**src/rtl/lbm_pkg.sv**
```systemverilog
package lbm_pkg;
  // Parity geometry shared by the monitor modules
  localparam int unsigned LANES    = 3;   // interleaved parity bytes
  localparam int unsigned SOH_ROWS = 3;   // rows holding section overhead
  localparam int unsigned B2_ROW   = 4;   // row carrying the parity bytes
  localparam int unsigned ERR_MAX  = 8 * LANES;

  typedef struct packed {
    logic sf;
    logic sd;
  } thr_flags_t;
endpackage

```
**src/rtl/bip24_acc.sv**
```systemverilog
module bip24_acc
  import lbm_pkg::*;
#(
  parameter int unsigned ROWS    = 9,
  parameter int unsigned COLS    = 270,
  parameter int unsigned OH_COLS = 9,
  parameter int unsigned ROW_W   = $clog2(ROWS),
  parameter int unsigned COL_W   = $clog2(COLS),
  parameter int unsigned ERR_W   = $clog2(ERR_MAX + 1)
) (
  input  logic             clk,
  input  logic             rst,
  input  logic             dsc_ok_i,
  input  logic [7:0]       byte_i,
  input  logic             sof_i,
  input  logic [ROW_W-1:0] row_i,
  input  logic [COL_W-1:0] col_i,
  output logic             err_vld_o,
  output logic [ERR_W-1:0] err_cnt_o
);
  localparam int unsigned PW = 8 * LANES;

  logic [COL_W-1:0] lane;
  logic             in_soh;
  logic             in_b2;
  logic             last_b2;
  logic [PW-1:0]    acc;
  logic [PW-1:0]    ref_par;
  logic [PW-1:0]    rx_par;
  logic [PW-1:0]    diff;
  logic             seen_sof;
  logic             ref_vld;
  logic             chk_p;
  logic [ERR_W-1:0] pop;

  assign lane    = col_i % COL_W'(LANES);
  assign in_soh  = (row_i < ROW_W'(SOH_ROWS)) && (col_i < COL_W'(OH_COLS));
  assign in_b2   = (row_i == ROW_W'(B2_ROW)) && (col_i < COL_W'(LANES));
  assign last_b2 = (row_i == ROW_W'(B2_ROW)) && (col_i == COL_W'(LANES - 1));

  // One accumulator byte and one captured B2 byte per parity lane
  for (genvar l = 0; l < LANES; l++) begin : g_lane
    always_ff @(posedge clk) begin
      if (rst) begin
        acc[8*l +: 8]    <= '0;
        rx_par[8*l +: 8] <= '0;
      end else if (dsc_ok_i) begin
        if (sof_i) begin
          acc[8*l +: 8] <= '0;
        end else if (!in_soh && lane == COL_W'(l)) begin
          acc[8*l +: 8] <= acc[8*l +: 8] ^ byte_i;
        end
        if (in_b2 && col_i == COL_W'(l)) begin
          rx_par[8*l +: 8] <= byte_i;
        end
      end
    end
    assign diff[8*l +: 8] = ref_par[8*l +: 8] ^ rx_par[8*l +: 8];
  end

  always_comb begin
    pop = '0;
    for (int i = 0; i < PW; i++) begin
      pop = pop + ERR_W'(diff[i]);
    end
  end

  always_ff @(posedge clk) begin
    if (rst) begin
      ref_par   <= '0;
      seen_sof  <= 1'b0;
      ref_vld   <= 1'b0;
      chk_p     <= 1'b0;
      err_vld_o <= 1'b0;
      err_cnt_o <= '0;
    end else begin
      chk_p     <= 1'b0;
      err_vld_o <= chk_p;
      if (chk_p) begin
        err_cnt_o <= pop;
      end
      if (dsc_ok_i) begin
        if (sof_i) begin
          seen_sof <= 1'b1;
          ref_vld  <= seen_sof;
          ref_par  <= acc;
        end
        if (last_b2 && ref_vld) begin
          chk_p <= 1'b1;
        end
      end
    end
  end

  // a frame result never exceeds the number of parity bits
  a_r5_err_range: assert property (@(posedge clk) disable iff (rst)
    err_vld_o |-> (err_cnt_o <= ERR_W'(ERR_MAX)));

  // a check is only started after a reference frame exists
  a_r3_ref_first: assert property (@(posedge clk) disable iff (rst)
    chk_p |-> seen_sof);
endmodule

```
**src/rtl/pm_counter.sv**
```systemverilog
module pm_counter
  import lbm_pkg::*;
#(
  parameter int unsigned CNT_W = 16,
  parameter int unsigned INC_W = 5
) (
  input  logic             clk,
  input  logic             rst,
  input  logic [INC_W-1:0] inc_i,
  input  logic             clr_i,
  input  logic [CNT_W-1:0] thr_sf_i,
  input  logic [CNT_W-1:0] thr_sd_i,
  output logic [CNT_W-1:0] cnt_o,
  output thr_flags_t       flags_o
);
  logic [CNT_W:0]   sum;
  logic [CNT_W-1:0] nxt;

  assign sum = {1'b0, cnt_o} + (CNT_W + 1)'(inc_i);
  assign nxt = sum[CNT_W] ? {CNT_W{1'b1}} : sum[CNT_W-1:0];

  always_ff @(posedge clk) begin
    if (rst) begin
      cnt_o   <= '0;
      flags_o <= '0;
    end else if (clr_i) begin
      cnt_o      <= CNT_W'(inc_i);
      flags_o.sf <= (cnt_o >= thr_sf_i);
      flags_o.sd <= (cnt_o >= thr_sd_i);
    end else begin
      cnt_o <= nxt;
    end
  end

  // between ticks a counter never falls (saturation, no wrap)
  a_r7_monotonic: assert property (@(posedge clk) disable iff (rst)
    !clr_i |=> (cnt_o >= $past(cnt_o)));

  // a tick with nothing to add leaves the counter at zero
  a_r9_clear_zero: assert property (@(posedge clk) disable iff (rst)
    (clr_i && inc_i == '0) |=> (cnt_o == '0));

  // flags only move on a tick
  a_r10_flags_hold: assert property (@(posedge clk) disable iff (rst)
    !clr_i |=> $stable(flags_o));
endmodule

```
**src/rtl/line_bip_mon.sv**
```systemverilog
module line_bip_mon
  import lbm_pkg::*;
#(
  parameter int unsigned ROWS    = 9,
  parameter int unsigned COLS    = 270,
  parameter int unsigned OH_COLS = 9,
  parameter int unsigned CNT_W   = 16,
  parameter int unsigned ROW_W   = $clog2(ROWS),
  parameter int unsigned COL_W   = $clog2(COLS),
  parameter int unsigned ERR_W   = $clog2(ERR_MAX + 1)
) (
  input  logic             clk,
  input  logic             rst,
  input  logic             dsc_ok_i,
  input  logic [7:0]       byte_i,
  input  logic             sof_i,
  input  logic [ROW_W-1:0] row_i,
  input  logic [COL_W-1:0] col_i,
  input  logic             pm_tick_i,
  input  logic [CNT_W-1:0] thr_bit_sf_i,
  input  logic [CNT_W-1:0] thr_bit_sd_i,
  input  logic [CNT_W-1:0] thr_blk_sf_i,
  input  logic [CNT_W-1:0] thr_blk_sd_i,
  input  logic             febe_sel_i,
  input  logic [ERR_W-1:0] febe_ext_i,
  output logic [CNT_W-1:0] bit_cnt_o,
  output logic [CNT_W-1:0] blk_cnt_o,
  output logic             bit_sf_o,
  output logic             bit_sd_o,
  output logic             blk_sf_o,
  output logic             blk_sd_o,
  output logic [ERR_W-1:0] febe_o
);
  logic             err_vld;
  logic [ERR_W-1:0] err_cnt;
  logic [ERR_W-1:0] bit_inc;
  logic [0:0]       blk_inc;
  logic [ERR_W-1:0] febe_loc;
  thr_flags_t       bit_fl;
  thr_flags_t       blk_fl;

  bip24_acc #(
    .ROWS(ROWS), .COLS(COLS), .OH_COLS(OH_COLS),
    .ROW_W(ROW_W), .COL_W(COL_W), .ERR_W(ERR_W)
  ) acc_i (
    .clk(clk), .rst(rst), .dsc_ok_i(dsc_ok_i), .byte_i(byte_i),
    .sof_i(sof_i), .row_i(row_i), .col_i(col_i),
    .err_vld_o(err_vld), .err_cnt_o(err_cnt)
  );

  assign bit_inc = err_vld ? err_cnt : '0;
  assign blk_inc = err_vld && (err_cnt != '0);

  pm_counter #(.CNT_W(CNT_W), .INC_W(ERR_W)) bit_ctr_i (
    .clk(clk), .rst(rst), .inc_i(bit_inc), .clr_i(pm_tick_i),
    .thr_sf_i(thr_bit_sf_i), .thr_sd_i(thr_bit_sd_i),
    .cnt_o(bit_cnt_o), .flags_o(bit_fl)
  );

  pm_counter #(.CNT_W(CNT_W), .INC_W(1)) blk_ctr_i (
    .clk(clk), .rst(rst), .inc_i(blk_inc), .clr_i(pm_tick_i),
    .thr_sf_i(thr_blk_sf_i), .thr_sd_i(thr_blk_sd_i),
    .cnt_o(blk_cnt_o), .flags_o(blk_fl)
  );

  assign bit_sf_o = bit_fl.sf;
  assign bit_sd_o = bit_fl.sd;
  assign blk_sf_o = blk_fl.sf;
  assign blk_sd_o = blk_fl.sd;

  always_ff @(posedge clk) begin
    if (rst) begin
      febe_loc <= '0;
      febe_o   <= '0;
    end else begin
      if (err_vld) begin
        febe_loc <= err_cnt;
      end
      febe_o <= febe_sel_i ? febe_ext_i : febe_loc;
    end
  end

  // block count steps by at most one per cycle outside a tick
  a_r8_blk_step: assert property (@(posedge clk) disable iff (rst)
    !pm_tick_i |=> ((blk_cnt_o == $past(blk_cnt_o)) ||
                    (blk_cnt_o == $past(blk_cnt_o) + 1'b1)));

  // partner value reaches the far-end output one cycle later
  a_r6_ext_select: assert property (@(posedge clk) disable iff (rst)
    febe_sel_i |=> (febe_o == $past(febe_ext_i)));
endmodule

```
**config.mk**
```make
export PLATFORM = sky130hd
export DESIGN_NAME = line_bip_mon
export DESIGN_NICKNAME = d
export VERILOG_FILES = /design/src/rtl/lbm_pkg.sv /design/src/rtl/bip24_acc.sv /design/src/rtl/pm_counter.sv /design/src/rtl/line_bip_mon.sv
export SDC_FILE = /design/constraint.sdc
export NUM_CORES = 1
export LEC_CHECK = 0
export BUFFER_PORTS_ARGS = -buffer_cell sky130_fd_sc_hd__buf_2
export CELL_PAD_IN_SITES_DETAIL_PLACEMENT = 0
export CELL_PAD_IN_SITES_GLOBAL_PLACEMENT = 1
export CORE_MARGIN = 3
export CORE_UTILIZATION = 36
export DETAILED_ROUTE_END_ITERATION = 10
export GPL_TIMING_DRIVEN = 0
export PLACE_DENSITY_LB_ADDON = 0.1
export REMOVE_ABC_BUFFERS = 1
export SETUP_SLACK_MARGIN = 0.1
export SYNTH_ARGS = -nofsm -noshare
export SYNTH_HDL_FRONTEND = slang
export SYNTH_SLANG_ARGS = --single-unit
```
**constraint.sdc**
```tcl
create_clock -name clk -period 7.3 [get_ports clk]
set_input_delay 1.46 -clock clk [delete_from_list [all_inputs] [get_ports clk]]
set_output_delay 1.46 -clock clk [all_outputs]
set_load 0.01 [all_outputs]
```
======== After elaboration in Yosys (flattened, before gate mapping) ========
Cells that the tools add are included.
Widths: inputs -> output; s select.
storage, ports and cells
  logic and storage cells ................. 107
  input bits .............................. 96
  flip-flop bits (word level) ............. 127
  output and inout bits ................... 41
operators by class
  order comparisons ....................... 7
  divide/modulo/power cells ............... 1
  bitwise operators ....................... 7
  mux-type cells .......................... 13
  add/subtract/negate cells ............... 25
  reductions and logical operators ........ 27
  eq/ne operators ......................... 5
operator list
  cell                 number
  $add 5x1->5          22
  $ge 16x16->1         4
  $mux 8               6
  $xor 8x8->8          6
  $mux 16              2
  $eq 9x1->1 const B   2
  $eq 9x2->1 const B   2
  $logic_not 9->1      2
  $add 16x1->17        1
  $add 16x5->17        1
  $mux 5               3
  $reduce_and 2->1     7
  $logic_and 1x1->1    11
  $lt 9x2->1 const B   1
  $lt 9x4->1 const B   1
  $mod 9x2->9 const B  1
  $reduce_bool 2->1    3
  $reduce_bool 5->1    1
  $eq 4x3->1 const B   1
  $lt 4x2->1 const B   1
  $reduce_or 2->1      2
  $add 1x1->2          1
  $mux 1               2
  $logic_not 1->1      1
  $not 1->1            1

======== Logic depth before layout (Yosys ltp) ========
Gate-level depths: netlist of the first run.
  depth in word-level cells ............... 24
  gate-level depth with buffers ........... 23
  depth with buffers taken out ............ 17

======== Cells and area by module ========
Synthesis of the first run repeated with hierarchy kept, for this count alone.
unflattened totals
  cell total of the unflattened synthesis .. 1094
  area total of the unflattened synthesis .. 9161.3 um^2
modules (own cells, without submodules)
  module                   seq. area each (um^2)  cells each  instances  area an instance (um^2)
  bip24_acc                1621.6                 630         1          5335.1
  pm_counter at bit_ctr_i  360.3                  222         1          1795.5
  pm_counter at blk_ctr_i  360.3                  202         1          1631.6
  line_bip_mon             200.2                  40          1          399.1

======== Worst setup path after synthesis of the first run ========
No wires, ideal clock.
  kind .................................... input port to flip-flop
  start ................................... input col_i[7]
  end ..................................... register acc_i.acc[15]
  stages .................................. 20
  path slack .............................. 0.894 ns
  setup time .............................. 0.116 ns
  path buffers ............................ 3
  required time ........................... 7.184 ns
  data arrival time ....................... 6.290 ns
  path through ............................ buf_2 > clkbuf_1 > ha_1 > mux2i_1 > nor2_1 > o311a_1 > or4b_2 > nand2_1 > nand3_1 > o21ai_0 > ha_1 > inv_1 > a2111oi_0 > o21ai_2 > a221oi_2 > nand4_1 > a221oi_4 > buf_6 > a31oi_1 > a41o_1
between the ends
  longest elaborated chain between the ends .. 6
  elaborated cells on any way between the ends .. 8
  those cells by class .................... div (1); order compare (1); eq/ne (1); reduce/logical (5)
RTL lines
  what                                                 RTL line            source
  from (decl)                                          line_bip_mon.sv:18  input logic [COL_W-1:0] col_i,
  branches (longest 3 deep; another with $mod 9x2->9)  n/a
  $logic_and 1x1->1 *                                  bip24_acc.sv:50     end else if (!in_soh && lane == COL_W'(l)) begin
  $reduce_bool 2->1 (no source line) *                 n/a
  $reduce_and 2->1 (no source line) *                  n/a
  to (signal, indexed assignment)                      bip24_acc.sv:51     acc[8*l +: 8] <= acc[8*l +: 8] ^ byte_i;
  to (decl)                                            bip24_acc.sv:27     logic [PW-1:0] acc;
Every way passes the cells marked *.
A chain may end at the register's enable or synchronous reset.

======== Worst setup path after layout of the first run ========
  start ................................... input col_i[7]
  end ..................................... register acc_i.acc[5]
between the ends
  longest elaborated chain between the ends .. 6
  elaborated cells on any way between the ends .. 8
  those cells by class .................... div (1); order compare (1); reduce/logical (6)
RTL lines
  what                                                 RTL line
  branches (longest 3 deep; another with $mod 9x2->9)  n/a
  $logic_and 1x1->1 *                                  bip24_acc.sv:50
  $reduce_bool 2->1 (no source line) *                 n/a
  $reduce_and 2->1 (no source line) *                  n/a
Marks and branches as above.

==> summary.md, run 1 <==
| Metric | Value |
|---|---|
| Status | `complete, no violations` |
| Largest net degree at the start of global routing | `79` |
| Top cell family by delay on the critical path | `compound AO/OA/AOI/OAI gates` |
| Layout cells sized above 1 | `16.8%` |
| Fmax | `148 MHz` |
| YS warnings | `0` |
| Final ANT Viol Nets | `0` |
| #FFs+latches synth | `127` |
| Final Util | `43.4%` |
| Core area | `0.0245 sq mm` |
| Final setup viols | `0` |
| Critical path cell sequence | `buf_2 -> ha_2 -> mux2i_1 -> nor2_1 -> o311a_1 -> or4b_2 -> nand2_1 -> nand3_1 -> o21ai_0 -> ha_1 -> inv_1 -> a2111oi_1 -> o21ai_2 -> a221o_1 -> and3_1 -> o31ai_4 -> buf_8 -> a31oi_1 -> a41o_1` |
| Initial DRC count | `316` |
| RSZ-0062 raised after global routing | `false` |
| Commonest non-fill, non-tap cell in the layout | `buf_2` |
| Vias | `7,987` |
| Initial antenna violation count | `0` |
| Wire per inst | `15.2 microns` |
| Ant diodes | `0` |
| CTS clock-pin slew for the worst setup and hold paths | `60 ps` |
| Number of remaining DRC errors | `0` |
| P&R area growth vs syn | `17.5%` |
| Syn Inst Count | `1,102` |
| Starting density of the core | `37.0%` |
| Worst-Margin Slew | `1170 ps` |
| DP Worst Slack | `-564 ps` |
| I/O Buffers | `136` |
| Final period util | `92.3%` |
| Buf+Inv Stages, Crit Path | `3` |
| Clk sink count | `127` |
| Syn_area_per_cell | `8.23 sq um` |
| GRT overflow | `0` |
| Pins Over Slew Limit | `0` |
| Endpoints failing hold | `0` |
| Deepest clock path buffer count | `2` |
| Num CTS Buffers | `17` |
| Die width | `165 microns` |
| Root Driver | `clkbuf_16` |
| CTS Hold Bufs | `0` |
| Worst r2r src | `acc_i.ref_par[0]$_SDFFE_PP0P_` |
| Placement Rows | `57` |
| Cell Area, Synth | `0.00907 sq mm` |
| Synth cell types | `73` |
| Nets | `1,401` |
| Worst rel slew slack | `21.4%` |
| DPL Wire Length | `16.6 mm` |
| Fill count | `2,526` |
| Post-route design area | `0.0107 sq mm` |
| Die Ht | `165 microns` |
| Io pins | `137` |
| Leak Pwr | `5.28 nW` |
| CP Launch Type | `input port` |
| Slowest cell on crit path | `or4b_2` |
| Die area | `0.0271 sq mm` |
| Commonest non-fill, non-tap cells in the layout | `buf_2 (135), dfxtp_1 (127), nor2_1 (113), nand2_1 (101), inv_1 (92)` |
| Worst vdd rail ir drop | `0.000126 V` |
| H-tree depth | `4` |
| Worst setup margin | `561 ps` |
| Min-Delay Startpoint | `acc_i.ref_vld$_SDFFE_PP0P_` |
| Pwr Total | `1.94 mW` |
| CP peak stage delay | `690 ps` |
| First-pass GRT wire length | `38.2 mm` |
| Worst Setup SP | `col_i[7]` |
| Final min period | `6740 ps` |
| Number of synthesized flops with an enable pin | `0` |
| DR pass1 iterations | `5` |
| Critical path required time | `7600 ps` |
| Post-route clock skew | `16.7 ps` |
| Crit path max fanout | `26` |
| Top_reg_cell synth | `dfxtp_1` |
| Placed instance area | `0.00994 sq mm` |
| Hold Crit Class | `flop to flop` |
| Wirelength, routed | `23.4 mm` |
| Critical Setup Path Class | `input port to flop` |
| Sequential area share after synthesis | `28.0%` |
| Synth async-reset ratio | `0%` |
| CTS tree | `yes` |
| RePlAce Congestion | `0.810` |
| PwrDens | `182 mW/mm^2` |
| Global-route usage over all layers | `17.3%` |
| Skew-Pair Late Insertion Delay | `420 ps` |
| Vias per cell | `5.18` |
| CP endpoint kind | `flop` |
| Worst Path Arrival | `7040 ps` |
| Vias in the first global route | `7,435` |
| Maxcap violations | `0` |
[synth_stat cells (7+ instances only)]
master	instances	share of area, %
nand4_1	14	0.97
and3_1	10	0.69
clkbuf_1	42	1.7
buf_2	12	0.66
nor2_1	115	4.8
a21o_1	40	3.3
ha_1	81	11
nor3_1	14	0.77
and2_1	7	0.48
mux2i_1	39	4.3
inv_1	92	3.8
xor2_1	35	3.4
xnor2_1	21	2.0
nand2b_1	11	0.76
a41o_1	24	2.6
dfxtp_1	127	28
fa_1	18	4.0
a21oi_1	85	4.7
o21ai_0	30	1.7
a211oi_1	8	0.66
nand2_1	101	4.2
a31oi_1	31	2.1
nor2b_1	9	0.62
nand3_1	24	1.3
[worst register-to-register path: cells and delay by family (launching register included)]
kind | cells | cell delay, ps
flip-flops | 1 | 320
adder cells (fa/ha/maj) | 8 | 3860
XOR/XNOR | 1 | 160
AO/OA/AOI/OAI | 3 | 440
[logic make-up (layout without fill, tap and decap cells)]
| kind of cell | after synthesis | after routing | share of synthesized area [%] |
|---|---|---|---|
| xor+xnor | 56 | 56 | 5.41 |
| flops | 127 | 127 | 28.0 |
| simple gates | 341 | 341 | 17.6 |
| buf+inv | 156 | 272 | 6.95 |
| compound gates | 281 | 282 | 22.2 |
| fa+ha+maj | 99 | 99 | 15.2 |
| mux | 42 | 42 | 4.71 |
[registers in the layout, summed over array words and instances, names as in the netlist, 2 cells and up]
register	cells
acc_i.acc	24
acc_i.err_cnt_o	5
acc_i.ref_par	24
acc_i.rx_par	24
bit_ctr_i.cnt_o	16
bit_ctr_i.flags_o	2
blk_ctr_i.cnt_o	16
blk_ctr_i.flags_o	2
febe_loc	5
febe_o	5
[final timing paths]
kind,endpoint,cells after the start,slack (ps)
min reg2reg,acc_i.ref_vld$_SDFFE_PP0P_,2,450
max reg2reg,acc_i.err_cnt_o[4]$_SDFFE_PP0P_,12,2360
min,acc_i.ref_vld$_SDFFE_PP0P_,2,450
max,acc_i.acc[5]$_SDFFE_PP0P_,19,560
[per-layer routing]
layer	vias up	track usage (%)	wire length [microns]
li1	4136	-	-
met1	3673	23.3	11300
met2	161	28.9	10800
met3	17	2.88	1080
met4	0	4.42	247
met5	-	0	0
[through the flow]
step	hold slack (ps)	TNS, ps	instances
final	454	0	1543
after global routing	469	0	1543
after CTS	453	0	1542
after detailed placement	445	-11360	1502
after global placement	446	-86360	1499
after floorplan	426	-32590	1039
[power breakdown]
part	total, mW	internal (mW)	switching, mW
combinational	0.407	0.144	0.263
sequential	0.704	0.699	0.00427
clock	0.830	0.458	0.372
total	1.94	1.30	0.640
[repair_timing]
item                                    4_1_cts  5_1_grt
endpoints found under the setup margin       24       24
gates cloned                                  1        0
gates resized for setup                       0        5
buffers inserted                              7        1
pin swaps                                     4        1
[layout make-up]
type / instances / area [sq um] / area share, %
Timing Repair Buffer: 147 / 822 / 7.72
Multi-Input combinational cell: 820 / 5950 / 55.8
Clock inverter: 15 / 159 / 1.49
Inverter: 93 / 349 / 3.28
Clock buffer: 17 / 425 / 3.99
Tap cell: 324 / 405 / 3.81
Sequential cell: 127 / 2540 / 23.9
No activity file was read; power rests on OpenSTA's default activity.
==> inputs of run 2 (changes only) <==
--- a/config.mk
+++ b/config.mk
@@ -9,7 +9,7 @@
 export CELL_PAD_IN_SITES_DETAIL_PLACEMENT = 0
 export CELL_PAD_IN_SITES_GLOBAL_PLACEMENT = 1
 export CORE_MARGIN = 3
-export CORE_UTILIZATION = 36
+export CORE_UTILIZATION = 43
 export DETAILED_ROUTE_END_ITERATION = 10
 export GPL_TIMING_DRIVEN = 0
 export PLACE_DENSITY_LB_ADDON = 0.1
==> summary.md, run 2 (synthesis results as in run 1) <==
| Metric | Value |
|---|---|
| Post-route design area | `0.0107 sq mm (about the same)` |
| Maxcap violations | `0 (unchanged)` |
| CP Launch Type | `input port` |
| DR pass1 iterations | `5 (unchanged)` |
| CTS clock-pin slew for the worst setup and hold paths | `60 ps (about the same)` |
| RSZ-0062 raised after global routing | `false` |
| Clock power frac | `47.2% (+4.4 points)` |
| Initial antenna violation count | `0 (unchanged)` |
| Status | `complete, no violations` |
| GRT overflow | `0 (unchanged)` |
| Largest regs | `acc_i.acc: 24 flops, acc_i.ref_par: 24 flops, acc_i.rx_par: 24 flops` |
| Hold Crit Class | `flop to flop` |
| Critical path required time | `7610 ps (about the same)` |
| Nets | `1,400 (-0.071%)` |
| Skew-Pair Late Insertion Delay | `420 ps (about the same)` |
| Worst vdd rail ir drop | `0.000178 V (+41%)` |
| PwrDens | `196 mW/mm^2 (+7.6%)` |
| Switching pwr | `0.560 mW (-12%)` |
| Worst r2r src | `acc_i.ref_par[1]$_SDFFE_PP0P_` |
| Placement Rows | `52 (-8.8%)` |
| Die width | `151 microns (-8.2%)` |
| Final Util | `52.0% (+8.6 points)` |
| Global-route usage over all layers | `19.5% (+2.2 points)` |
| Worst Setup SP | `col_i[7]` |
| Endpoints failing hold | `0 (unchanged)` |
| Logic pwr share | `19.1% (-1.9 points)` |
| Commonest non-fill, non-tap cell in the layout | `buf_2` |
| Final period util | `91.2% (-1.1 points)` |
| CP endpoint kind | `flop` |
| Placed instance area | `0.00988 sq mm (-0.57%)` |
| Post-route clock skew | `11.9 ps (-4.85 ps)` |
| Fmax | `150 MHz (+1.2%)` |
| P&R area growth vs syn | `17.5% (about the same)` |
| Int Pwr | `1.53 mW (+18%)` |
| Deepest clock path buffer count | `2 (unchanged)` |
| Setup_tns | `0 ps (unchanged)` |
| Met3 WL | `958 microns (-11%)` |
| First-pass GRT wire length | `36.5 mm (-4.4%)` |
| Crit path max fanout | `14 (-46%)` |
| Reg power frac | `33.7% (-2.5 points)` |
| RePlAce Congestion | `0.848 (+4.7%)` |
| Final setup viols | `0 (unchanged)` |
| Final min period | `6660 ps (-79.7 ps)` |
| Die area | `0.0229 sq mm (-16%)` |
| Worst Path Arrival | `6970 ps (-70 ps)` |
| Min-Delay Startpoint | `acc_i.ref_vld$_SDFFE_PP0P_` |
| Largest net degree at the start of global routing | `79 (unchanged)` |
| Wirelength, routed | `22.1 mm (-5.7%)` |
| Number of remaining DRC errors | `0 (unchanged)` |
| Critical Setup Path Class | `input port to flop` |
| CTS tree | `yes` |
| Worst-Margin Slew | `1040 ps (-132 ps)` |
| Initial DRC count | `385 (+22%)` |
| Vias per cell | `5.31 (+2.6%)` |
| Core area | `0.0205 sq mm (-16%)` |
| Root Driver | `clkbuf_16` |
| Commonest non-fill, non-tap cells in the layout | `buf_2 (135), dfxtp_1 (127), nor2_1 (114), nand2_1 (101), inv_1 (92)` |
| Met1 WL | `11.0 mm (-2.2%)` |
| Clk sink count | `127 (unchanged)` |
| Starting density of the core | `44.2% (+7.3 points)` |
| Num CTS Buffers | `17 (unchanged)` |
| Pins Over Slew Limit | `0 (unchanged)` |
| Vias | `7,908 (-0.99%)` |
| Layout cells sized above 1 | `16.5% (-0.31 points)` |
| CTS Hold Bufs | `0 (unchanged)` |
| Top sig layer | `met4` |
| Io pins | `137 (unchanged)` |
| Leak Pwr | `5.32 nW (+0.72%)` |
| Final ANT Viol Nets | `0 (unchanged)` |
| Die Ht | `151 microns (-8.2%)` |
| Worst rel slew slack | `30.2% (+8.8 points)` |
| Wire per inst | `14.8 microns (-2.2%)` |
| H-tree depth | `4 (unchanged)` |
| WL met2 | `9.91 mm (-8.5%)` |
| Vias in the first global route | `7,404 (-0.42%)` |
| I/O Buffers | `136 (unchanged)` |
| DPL Wire Length | `16.0 mm (-3.7%)` |
| Sw frac | `26.8% (-6.2 points)` |
## run 2: changes by cell type in the layout (fill, tap and decap cells not counted), sizes merged
| cell | delta |
|---|---|
| clkinv | -1 |
| clkbuf | +4 |
| o31ai | -1 |
| diode | +1 |
| inv | -10 |
| bufinv | +7 |
## run 2: what timing repair did
item / 4_1_cts / 5_1_grt
buffers inserted: 0 / 7
pin swaps: 0 / 4
resized for setup: 2 / 2
setup endpoints to repair: 24 / 24
## run 2: per-stage QoR
step | worst slack, ps | hold WS [ps] | total power, mW | std cells
2_1_floorplan | -1360 | 426 | 0.953 | 1039
3_3_place_gp | -3630 | 444 | 1.07 | 1445
3_5_place_dp | -490 | 448 | 1.10 | 1449
4_1_cts | 235 | 457 | 2.10 | 1481
5_1_grt | 206 | 482 | 2.18 | 1488
6_report | 640 | 456 | 2.09 | 1489
## run 2: final timing paths
kind	end	slack (ps)	depth (start not counted)
min reg2reg	acc_i.ref_vld$_SDFFE_PP0P_	460	2
max	acc_i.acc[10]$_SDFFE_PP0P_	640	19
min	acc_i.ref_vld$_SDFFE_PP0P_	460	2
max reg2reg	acc_i.err_cnt_o[4]$_SDFFE_PP0P_	2420	12
## run 2: final cells by class
cell class / instances / area, sq um
Fill cell: 2039 / 9840
Multi-Input combinational cell: 819 / 5930
Sequential cell: 127 / 2540
Timing Repair Buffer: 147 / 813
Clock buffer: 21 / 450
Inverter: 93 / 349
Tap cell: 270 / 338
Clock inverter: 11 / 235
Antenna cell: 1 / 2.50
## run 2: critical path, cell delays in order
cell       delay, ps
buf_2            250
ha_2             440
mux2i_2          450
nor2_1           120
o311a_1          370
or4b_2           700
nand2_1          140
nand3_1           80
o21ai_0          170
ha_1             330
inv_1             90
a2111oi_1        550
o21ai_2          200
a221oi_2         520
nand4_1          220
a221oi_4         350
buf_4            220
a31oi_1          100
a41o_1           210
## run 2: power by group through the flow
stage	combinational (mW)	sequential [mW]	clock, mW
floorplan	0.233	0.720	0
global placement	0.353	0.719	0
detailed placement	0.384	0.720	0
CTS	0.386	0.704	1.01
global route	0.441	0.705	1.04
finish	0.398	0.705	0.987
## run 2: layer usage
layer	track usage [%]	up-vias
met5	0	-
met4	4.71	0
met3	3.26	19
met2	31.4	176
met1	27.4	3601
li1	-	4112
